[src/rtl/hs_link_pkg.sv]
package hs_link_pkg;
   typedef enum logic [1:0] {
      LNK_IDLE  = 2'd0,
      LNK_SHIFT = 2'd1,
      LNK_WAIT  = 2'd2
   } lnk_state_t;
endpackage

[src/rtl/hs_ack_sync.sv]
module hs_ack_sync #(
   parameter int STAGES = 2
) (
   input  logic clk,
   input  logic rst_n,
   input  logic din,
   output logic dout
);
   generate
      if (STAGES == 0) begin : g_bypass
         assign dout = din;
      end else begin : g_chain
         logic [STAGES-1:0] chain;
         always_ff @(posedge clk or negedge rst_n) begin
            if (!rst_n) chain <= '1;
            else        chain <= STAGES'({chain, din});
         end
         assign dout = chain[STAGES-1];
      end
   endgenerate
endmodule

[src/rtl/hs_shifter.sv]
module hs_shifter #(
   parameter int DATA_W    = 8,
   parameter bit MSB_FIRST = 1'b1
) (
   input  logic              clk,
   input  logic              rst_n,
   input  logic              load,
   input  logic              clear,
   input  logic              tick,
   input  logic              ser_in,
   input  logic [DATA_W-1:0] load_val,
   output logic              ser_out,
   output logic              last,
   output logic [DATA_W-1:0] nxt
);
   localparam int CW = (DATA_W > 2) ? $clog2(DATA_W) : 1;

   logic [DATA_W-1:0] q;
   logic [CW-1:0]     cnt;

   generate
      if (MSB_FIRST) begin : g_msb
         assign nxt     = {q[DATA_W-2:0], ser_in};
         assign ser_out = q[DATA_W-1];
      end else begin : g_lsb
         assign nxt     = {ser_in, q[DATA_W-1:1]};
         assign ser_out = q[0];
      end
   endgenerate

   assign last = tick && (cnt == CW'(DATA_W-1));

   always_ff @(posedge clk or negedge rst_n) begin
      if (!rst_n) begin
         q   <= '0;
         cnt <= '0;
      end else if (load) begin
         q   <= load_val;
         cnt <= '0;
      end else if (clear) begin
         q   <= '0;
         cnt <= '0;
      end else if (tick) begin
         q   <= nxt;
         cnt <= last ? '0 : cnt + 1'b1;
      end
   end
endmodule

[src/rtl/hs_ack_timer.sv]
module hs_ack_timer #(
   parameter int LIMIT = 3200
) (
   input  logic clk,
   input  logic rst_n,
   input  logic clear,
   input  logic run,
   output logic expired
);
   localparam int CW = $clog2(LIMIT + 1);

   logic [CW-1:0] cnt;

   assign expired = run && (cnt == CW'(LIMIT - 1));

   always_ff @(posedge clk or negedge rst_n) begin
      if (!rst_n)     cnt <= '0;
      else if (clear) cnt <= '0;
      else if (run)   cnt <= cnt + 1'b1;
   end
endmodule

[src/rtl/hs_byte_link.sv]
module hs_byte_link
   import hs_link_pkg::*;
#(
   parameter int DATA_W      = 8,
   parameter int TIMEOUT_CYC = 3200,
   parameter int SYNC_STAGES = 2,
   parameter bit MSB_FIRST   = 1'b1
) (
   input  logic              clk,
   input  logic              rst_n,
   input  logic              xfer_start,
   input  logic              xfer_send,
   input  logic [DATA_W-1:0] tx_byte,
   output logic [DATA_W-1:0] rx_byte,
   output logic              xfer_busy,
   output logic              xfer_done,
   output logic              xfer_timeout,
   output logic              proto_warn,
   output logic              req_n,
   input  logic              ack_n,
   output logic              shift_out_en,
   input  logic              shift_tick,
   input  logic              ser_in,
   output logic              ser_out
);
   generate
      if (DATA_W < 2) begin : g_bad_width
         $error("hs_byte_link: DATA_W must be at least 2");
      end
      if (TIMEOUT_CYC < 2) begin : g_bad_timeout
         $error("hs_byte_link: TIMEOUT_CYC must be at least 2");
      end
      if (SYNC_STAGES > 4) begin : g_bad_sync
         $error("hs_byte_link: SYNC_STAGES must be 0 to 4");
      end
   endgenerate

   lnk_state_t        state;
   logic              ack_hi;
   logic              dir_q;
   logic              go;
   logic              sh_tick;
   logic              sh_last;
   logic [DATA_W-1:0] sh_nxt;
   logic              tmr_expired;

   assign go      = (state == LNK_IDLE) && xfer_start;
   assign sh_tick = (state == LNK_SHIFT) && shift_tick;

   hs_ack_sync #(.STAGES(SYNC_STAGES)) u_sync (
      .clk   (clk),
      .rst_n (rst_n),
      .din   (ack_n),
      .dout  (ack_hi)
   );

   hs_shifter #(.DATA_W(DATA_W), .MSB_FIRST(MSB_FIRST)) u_shift (
      .clk      (clk),
      .rst_n    (rst_n),
      .load     (go && xfer_send),
      .clear    (go && !xfer_send),
      .tick     (sh_tick),
      .ser_in   (ser_in),
      .load_val (tx_byte),
      .ser_out  (ser_out),
      .last     (sh_last),
      .nxt      (sh_nxt)
   );

   hs_ack_timer #(.LIMIT(TIMEOUT_CYC)) u_timer (
      .clk     (clk),
      .rst_n   (rst_n),
      .clear   (state != LNK_WAIT),
      .run     ((state == LNK_WAIT) && !ack_hi),
      .expired (tmr_expired)
   );

   always_ff @(posedge clk or negedge rst_n) begin
      if (!rst_n) begin
         state        <= LNK_IDLE;
         req_n        <= 1'b1;
         dir_q        <= 1'b0;
         rx_byte      <= '0;
         xfer_done    <= 1'b0;
         xfer_timeout <= 1'b0;
         proto_warn   <= 1'b0;
      end else begin
         xfer_done    <= 1'b0;
         xfer_timeout <= 1'b0;
         proto_warn   <= 1'b0;
         unique case (state)
            LNK_IDLE: begin
               if (xfer_start) begin
                  dir_q <= xfer_send;
                  req_n <= 1'b0;
                  state <= LNK_SHIFT;
               end
            end
            LNK_SHIFT: begin
               if (sh_last) begin
                  if (!dir_q) rx_byte <= sh_nxt;
                  proto_warn <= ack_hi;
                  req_n      <= 1'b1;
                  state      <= LNK_WAIT;
               end
            end
            LNK_WAIT: begin
               if (ack_hi) begin
                  xfer_done <= 1'b1;
                  state     <= LNK_IDLE;
               end else if (tmr_expired) begin
                  xfer_timeout <= 1'b1;
                  state        <= LNK_IDLE;
               end
            end
            default: state <= LNK_IDLE;
         endcase
      end
   end

   assign xfer_busy    = (state != LNK_IDLE);
   assign shift_out_en = dir_q;
endmodule

[config.mk]
export PLATFORM = sky130hd
export DESIGN_NAME = hs_byte_link
export DESIGN_NICKNAME = d
export VERILOG_FILES = /design/src/rtl/hs_link_pkg.sv /design/src/rtl/hs_ack_sync.sv /design/src/rtl/hs_shifter.sv /design/src/rtl/hs_ack_timer.sv /design/src/rtl/hs_byte_link.sv
export SDC_FILE = /design/constraint.sdc
export NUM_CORES = 1
export LEC_CHECK = 0
export ABC_CLOCK_PERIOD_IN_PS = 2100
export BUFFER_PORTS_ARGS = -buffer_cell sky130_fd_sc_hd__buf_4
export CAP_MARGIN = 0
export CORE_MARGIN = 2
export CORE_UTILIZATION = 55
export DETAILED_ROUTE_END_ITERATION = 7
export HOLD_SLACK_MARGIN = 0.1
export PLACE_DENSITY = 0.78
export SYNTH_ARGS = -nofsm -noshare
export SYNTH_HDL_FRONTEND = slang
export SYNTH_SLANG_ARGS = --single-unit
[constraint.sdc]
create_clock -name clk -period 2.1 [get_ports clk]
set_input_delay 0.105 -clock clk [delete_from_list [all_inputs] [get_ports clk]]
set_output_delay 0.105 -clock clk [all_outputs]
set_load 0.05 [all_outputs]
Yosys cells after proc, flatten, opt, wreduce, memory -nomap -nowiden
Index checks and enable logic that the tools add are counted.

cells by class
  $add $sub $neg = 2
  equality and inequality tests = 8
  multiplexer cells = 24
  bitwise operators = 1
  reduce and logical (&&, ||, !) cells = 18

operators by type and width
  cell                                                                      count
  12-bit two-way mux                                                        2
  8-bit two-way mux                                                         3
  12-bit by 1-bit adder with 12-bit output (second input constant)          1
  12-bit == test (second input constant)                                    1
  3-bit two-way mux                                                         4
  1-bit two-way mux                                                         9
  3-bit AND reduction                                                       3
  2-bit two-way mux                                                         4
  1-bit logical AND                                                         7
  2-bit one-hot mux with 3 select lines                                     1
  2-bit nonzero test                                                        3
  2-bit inequality test (second input constant)                             2
  3-bit by 1-bit adder with 3-bit output (second input constant)            1
  3-bit == test (second input constant)                                     1
  3-bit by 2-bit inequality test with 1-bit output (second input constant)  1
  3-bit nonzero test                                                        1
  2-bit by 1-bit == test with 1-bit output (second input constant)          1
  2-bit == test (second input constant)                                     1
  1-bit logical NOT                                                         2
  2-bit logical NOT                                                         1
  2-bit by 1-bit inequality test with 1-bit output (second input constant)  1
  1-bit one-hot mux with 2 select lines                                     1
  2-bit AND reduction                                                       1
  1-bit inverter                                                            1

word-level totals
  register bits after elaboration = 40
  input port bits = 15
  output and inout port bits = 15

Depth between registers and ports, before layout
  word-level depth = 7
  depth in mapped cells = 5
  depth with buffers taken out = 5

By module
Synthesis repeated with hierarchy kept, for this count alone.

unflattened totals
  cell total of the unflattened synthesis = 161
  area total of the unflattened synthesis = 1850.5 um2

by module, submodules not included
  module        instances  cells each  area an instance (um2)
  hs_ack_timer  1          61          620.6
  hs_byte_link  1          47          618.1
  hs_shifter    1          51          559.3
  hs_ack_sync   1          2           52.6

Worst setup path after synthesis
Ideal clock, no wire load.

  path kind = register to register
  start = register u_shift.cnt[0]
  end = register rx_byte[0]
  library setup time = 0.125 ns
  data arrival time = 1.466 ns
  slack = 0.509 ns
  stages on the path, launching flop included = 6
  path buffers = 0
  period minus slack after synthesis = 1.591 ns
  cell sequence = dfrtp_1 > ha_1 > ha_1 > nand4b_1 > nor2_2 > mux2_2

on the way
  longest elaborated chain between the ends = 3

RTL lines
  what                           line                 text
  from (decl)                    hs_shifter.sv:19     logic [CW-1:0] cnt;
  from (signal assigned)         hs_shifter.sv:45     cnt <= last ? '0 : cnt + 1'b1;
  3-bit == test                  hs_shifter.sv:31     assign last = tick && (cnt == CW'(DATA_W-1));
  1-bit logical AND              hs_shifter.sv:31
  3-bit AND reduction (no line)  --
  to (signal assigned)           hs_byte_link.sv:101  if (!dir_q) rx_byte <= sh_nxt;
  to (decl)                      hs_byte_link.sv:14   output logic [DATA_W-1:0] rx_byte,

No other way between the ends.
A chain may end at the register's enable or synchronous reset.

Worst setup path in the final report
  start = register state[0]
  end = register u_shift.q[4]

on the way
  longest elaborated chain between the ends = 5
  elaborated cells on any way between the ends = 9
  classes of those cells = eq/ne (1); mux (2); reduce/logical (6)

RTL lines
  what                    line                 text
  from (decl)             hs_byte_link.sv:38   lnk_state_t state;
  from (signal assigned)  hs_byte_link.sv:80   state <= LNK_IDLE;
  from (signal assigned)  hs_byte_link.sv:96   state <= LNK_SHIFT;
  from (signal assigned)  hs_byte_link.sv:104  state <= LNK_WAIT;
  2-bit logical NOT       hs_byte_link.sv:47   assign go = (state == LNK_IDLE) && xfer_start;
  1-bit logical AND       hs_byte_link.sv:47
  1-bit logical AND       hs_byte_link.sv:61   .clear (go && !xfer_send),
  8-bit two-way mux       hs_shifter.sv:40     end else if (clear) begin
  8-bit two-way mux       hs_shifter.sv:37     end else if (load) begin
  to (signal assigned)    hs_shifter.sv:38     q <= load_val;
  to (signal assigned)    hs_shifter.sv:44     q <= nxt;
  to (decl)               hs_shifter.sv:18     logic [DATA_W-1:0] q;

Several ways; a longest one is shown, not always the timed one.

==> results summary <==
The share of final-layout standard cells stronger than drive strength 1 is 27.9%. The insertion delay of the later-clocked pin in the worst-skew pair came out at 0.35 ns. The standard cell area after detailed placement came out at 0.00205 mm². The path with the worst hold slack has its endpoint at u_shift.cnt[1].

The average wire length per cell after detail routing came out at between 10 and 15 µm. The critical path is of the flip-flop to flip-flop type. The largest total area in the synthesized netlist belongs to sky130_fd_sc_hd__dfrtp_1. The post-CTS setup buffer count is 0.

Synthesis produced 153 cells. The worst hold path begins at xfer_start. The floorplan core area came out at 0.00308 mm². The total power divided by cell area came out at ~1100 mW/mm². The count of final hold-check violations is 0. The TritonCTS buffer count is 5. The warning count from the yosys run is 0. The required time of the critical path came out at 2.37 ns. The flow ran to the end, and the final reports show no timing, DRC or antenna violations. VDD sags by at most 855 µV.

The min-delay analysis places its worst path in the category primary input to flip-flop. From bottom edge to top edge, the die measures 61.0 µm. The synthesized netlist net count came out at ~170.

The initial antenna violation count came out at 0. The worst register-to-register path begins at state[0]. After detailed routing, the number of remaining DRC violations is 0. The synthesized netlist contains 37 unique library cells. The slowest stage of the critical path belongs to the cell sky130_fd_sc_hd__dlygate4sd3_1. The number of sinks handled by clock tree synthesis came out at 40.

The normalized max-slew margin came out at 67.4%. The design area is about 0.0023 mm². The dominant delay contributor by cell family on the critical path is buffers and inverters. Setup slack on the worst reg-to-reg path comes out at 0.19 ns. STA classifies the critical path endpoint as a flip-flop. The per-instance average area after synthesis is 11.7 µm². The total routing usage reported by global routing is around a quarter.

The longest individual stage delay on the worst path is 0.57 ns. The CTS root buffer is sky130_fd_sc_hd__clkbuf_4. The number of synthesized flops with an enable pin is 0. The global placer's final weighted congestion is approximately 0.76. The worst path meets setup with 0.194 ns of slack. The worst-margin pin slew is between 0.4 and 0.5 ns.

The post-synthesis sequential area ratio came out at between 50% and 60%. The number of endpoints failing setup at the final stage came out at 0. The I/O pin count came out at 30. The arrival time at the worst endpoint came out at ~2.2 ns. The final wirelength is 3.78 mm.

The routed via count came out at around 1,400. The worst flop-to-flop path endpoint is u_shift.q[4]. For this run, the leading register cell type out of synthesis is sky130_fd_sc_hd__dfrtp_1. The proportion of register bits with asynchronous set or reset after synthesis is between 90% and 100%. Setup repair after global routing left no endpoint under its margin. The area of the mapped netlist is between 0.0015 and 0.002 mm². The number of diodes came out at 0. The area overhead of the layout relative to synthesis is 30.7%.

For this configuration, the core starts out at a cell density of 58.0%. The pin count of the biggest net entering global routing came out at 41. For this run, the share of the core covered by cells in the final layout is 75.9%. The global-route wire length before repair came out at 6.51 mm. The total congestion overflow came out at 0. The commonest cells after synthesis are sky130_fd_sc_hd__dfrtp_1, sky130_fd_sc_hd__o21ai_0, sky130_fd_sc_hd__mux2i_1, sky130_fd_sc_hd__nor2_1, sky130_fd_sc_hd__nand3_1. The H-tree depth is 2. The final count of pins violating max slew is 0. The top cell type's share of synthesized area is 51.8%. Sorting the synthesized cells by area gives the leading types as sky130_fd_sc_hd__dfrtp_1, sky130_fd_sc_hd__mux2i_1, sky130_fd_sc_hd__mux2_2. The register clock-pin slew on the reported worst setup and hold paths came out at 0.12 ns. Hold is met by 0.174 ns. TritonCTS built the clock tree. The floorplan die width came out at about 60 µm. Detailed placement finished with a half-perimeter wire length of 2.29 mm. The number of DRC markers after the initial detailed-route iteration is 79. After layout, the worst path uses 90.8% of the clock period. Subtracting the final worst setup slack from the clock period gives 1.91 ns. During placement, the flow inserted port buffers numbering 29. The number of cell instances on the worst register-to-register path is 5. The area of the die is 0.00372 mm².

Prior to clock tree synthesis, the placed netlist has a worst setup slack of ~0.28 ns. The number of nets with antenna violations after routing came out at 0. Dividing the detail-routed via count by the number of cells gives ~5.4. The number of synthesized register bits is 40. The maximum clock frequency is 525 MHz.

The count of nets after finishing came out at 225. For the final database, setup skew stands at 0.0105 ns. The first-pass detailed-route iteration total is 4. The biggest fanout along the worst timing path came out at 16. The via count of the first global-routing pass came out at 1,371. The aggregate negative setup slack is 0 ns.

The number of buffers and inverters on the critical path is 2. The number of cells on the worst hold path came out at 3. The number of buffers on the longest clock path is 2. STA classifies the critical path startpoint as a flip-flop. Max-cap violations in this run came to 0. Row generation in the floorplan step produced 20 rows. Yosys instantiated no cell more often than sky130_fd_sc_hd__dfrtp_1. The leakage component of the power is 1.04 nW. Walking the worst path, the cells encountered are nor3b_4 -> buf_4 -> nand3_1 -> dlygate4sd3_1 -> o21ai_0.
## what timing repair did
action | in CTS | in global routing
hold endpoints to repair | 52 | 0
setup endpoints to repair | 0 | 5
resized for setup | 0 | 1
hold buffers | 22 | 0
## per-layer routing
metal	share of wire (%)	track usage, %
met1	43	30.3
met2	50	40.7
met3	4.7	7.46
met4	2.6	10.2
met5	0	0
## worst max path at each step
stage                     depth (start not counted)            from           end
after floorplan                                   5  u_shift.cnt[0]    rx_byte[0]
after global placement                            5  u_shift.cnt[0]    rx_byte[1]
after detailed placement                          5  u_shift.cnt[1]    rx_byte[1]
after CTS                                         5        state[0]  u_shift.q[7]
after global routing                              5        state[0]  u_shift.q[1]
final                                             5        state[0]  u_shift.q[4]
## logic make-up (layout without fill, tap and decap cells)
group                    after synthesis  count (layout)  share of synthesized area (%)
XOR/XNOR                               4               4                           1.96
flip-flops                            40              40                           56.2
adder cells (fa/ha/maj)                3               3                           2.10
AND/OR/NAND/NOR                       51              51                           17.1
buffers and inverters                 10              65                           2.59
AO/OA/AOI/OAI                         25              25                           8.19
multiplexers                          20              20                           11.8
## per-stage QoR
step                      std cells  total power (W)
after global routing            252          0.00271
final                           252          0.00256
after floorplan                 153          0.00179
after global placement          222          0.00206
after detailed placement        222          0.00211
after CTS                       252          0.00255
## worst min-delay path: stages
cell	delay, ns
sky130_fd_sc_hd__buf_4	0.11
sky130_fd_sc_hd__nor3b_4	0.16
sky130_fd_sc_hd__nor2_1	0.10
## registers in the layout (all words and copies together), names as in the netlist
signal                flops
u_timer.cnt              12
rx_byte                   8
u_shift.q                 8
u_shift.cnt               3
state                     2
u_sync.g_chain.chain      2
proto_warn                1
req_n                     1
shift_out_en              1
xfer_done                 1
xfer_timeout              1
## final cells by class
type	instances	area (µm²)
inverters	4	15.0
clock inverters	2	10.0
fillers	220	742
well taps	44	55.1
multi-input cells	103	747
repair buffers	53	453
flip-flops and latches	40	1000
clock buffers	6	51.3
## power by group
part / switching (W) / total [W] / leakage [nW] / internal [W]
Combinational: 0.000623 / 0.00102 / 0.484 / 0.000396
Clock: 0.000247 / 0.000406 / 0.0380 / 0.000159
Sequential: 0.000156 / 0.00114 / 0.517 / 0.000980
Total: 0.00103 / 0.00256 / 1.04 / 0.00153
## layout by cell type (no fill, tap or decap), types with 2 or more instances in the layout
| cell | synthesis | layout |
|---|---|---|
| sky130_fd_sc_hd__mux2i_1 | 11 | 11 |
| sky130_fd_sc_hd__inv_1 | 4 | 4 |
| sky130_fd_sc_hd__a21oi_1 | 7 | 7 |
| sky130_fd_sc_hd__buf_4 | 0 | 31 |
| sky130_fd_sc_hd__nand2_1 | 6 | 6 |
| sky130_fd_sc_hd__clkbuf_4 | 0 | 5 |
| sky130_fd_sc_hd__clkinv_2 | 0 | 2 |
| sky130_fd_sc_hd__o21ai_0 | 12 | 12 |
| sky130_fd_sc_hd__nand2b_1 | 2 | 2 |
| sky130_fd_sc_hd__dfstp_2 | 3 | 3 |
| sky130_fd_sc_hd__or3_1 | 3 | 3 |
| sky130_fd_sc_hd__nand3_1 | 10 | 10 |
| sky130_fd_sc_hd__xor2_1 | 3 | 3 |
| sky130_fd_sc_hd__or4_1 | 2 | 2 |
| sky130_fd_sc_hd__dfrtp_1 | 37 | 37 |
| sky130_fd_sc_hd__ha_1 | 3 | 3 |
| sky130_fd_sc_hd__nor2b_1 | 2 | 2 |
| sky130_fd_sc_hd__nor2_1 | 11 | 11 |
| sky130_fd_sc_hd__o31ai_1 | 2 | 2 |
| sky130_fd_sc_hd__nand3b_1 | 2 | 2 |
| sky130_fd_sc_hd__nand4b_1 | 4 | 4 |
| sky130_fd_sc_hd__dlygate4sd3_1 | 0 | 22 |
| sky130_fd_sc_hd__mux2_2 | 9 | 9 |
(Power assumes the default switching activity.)
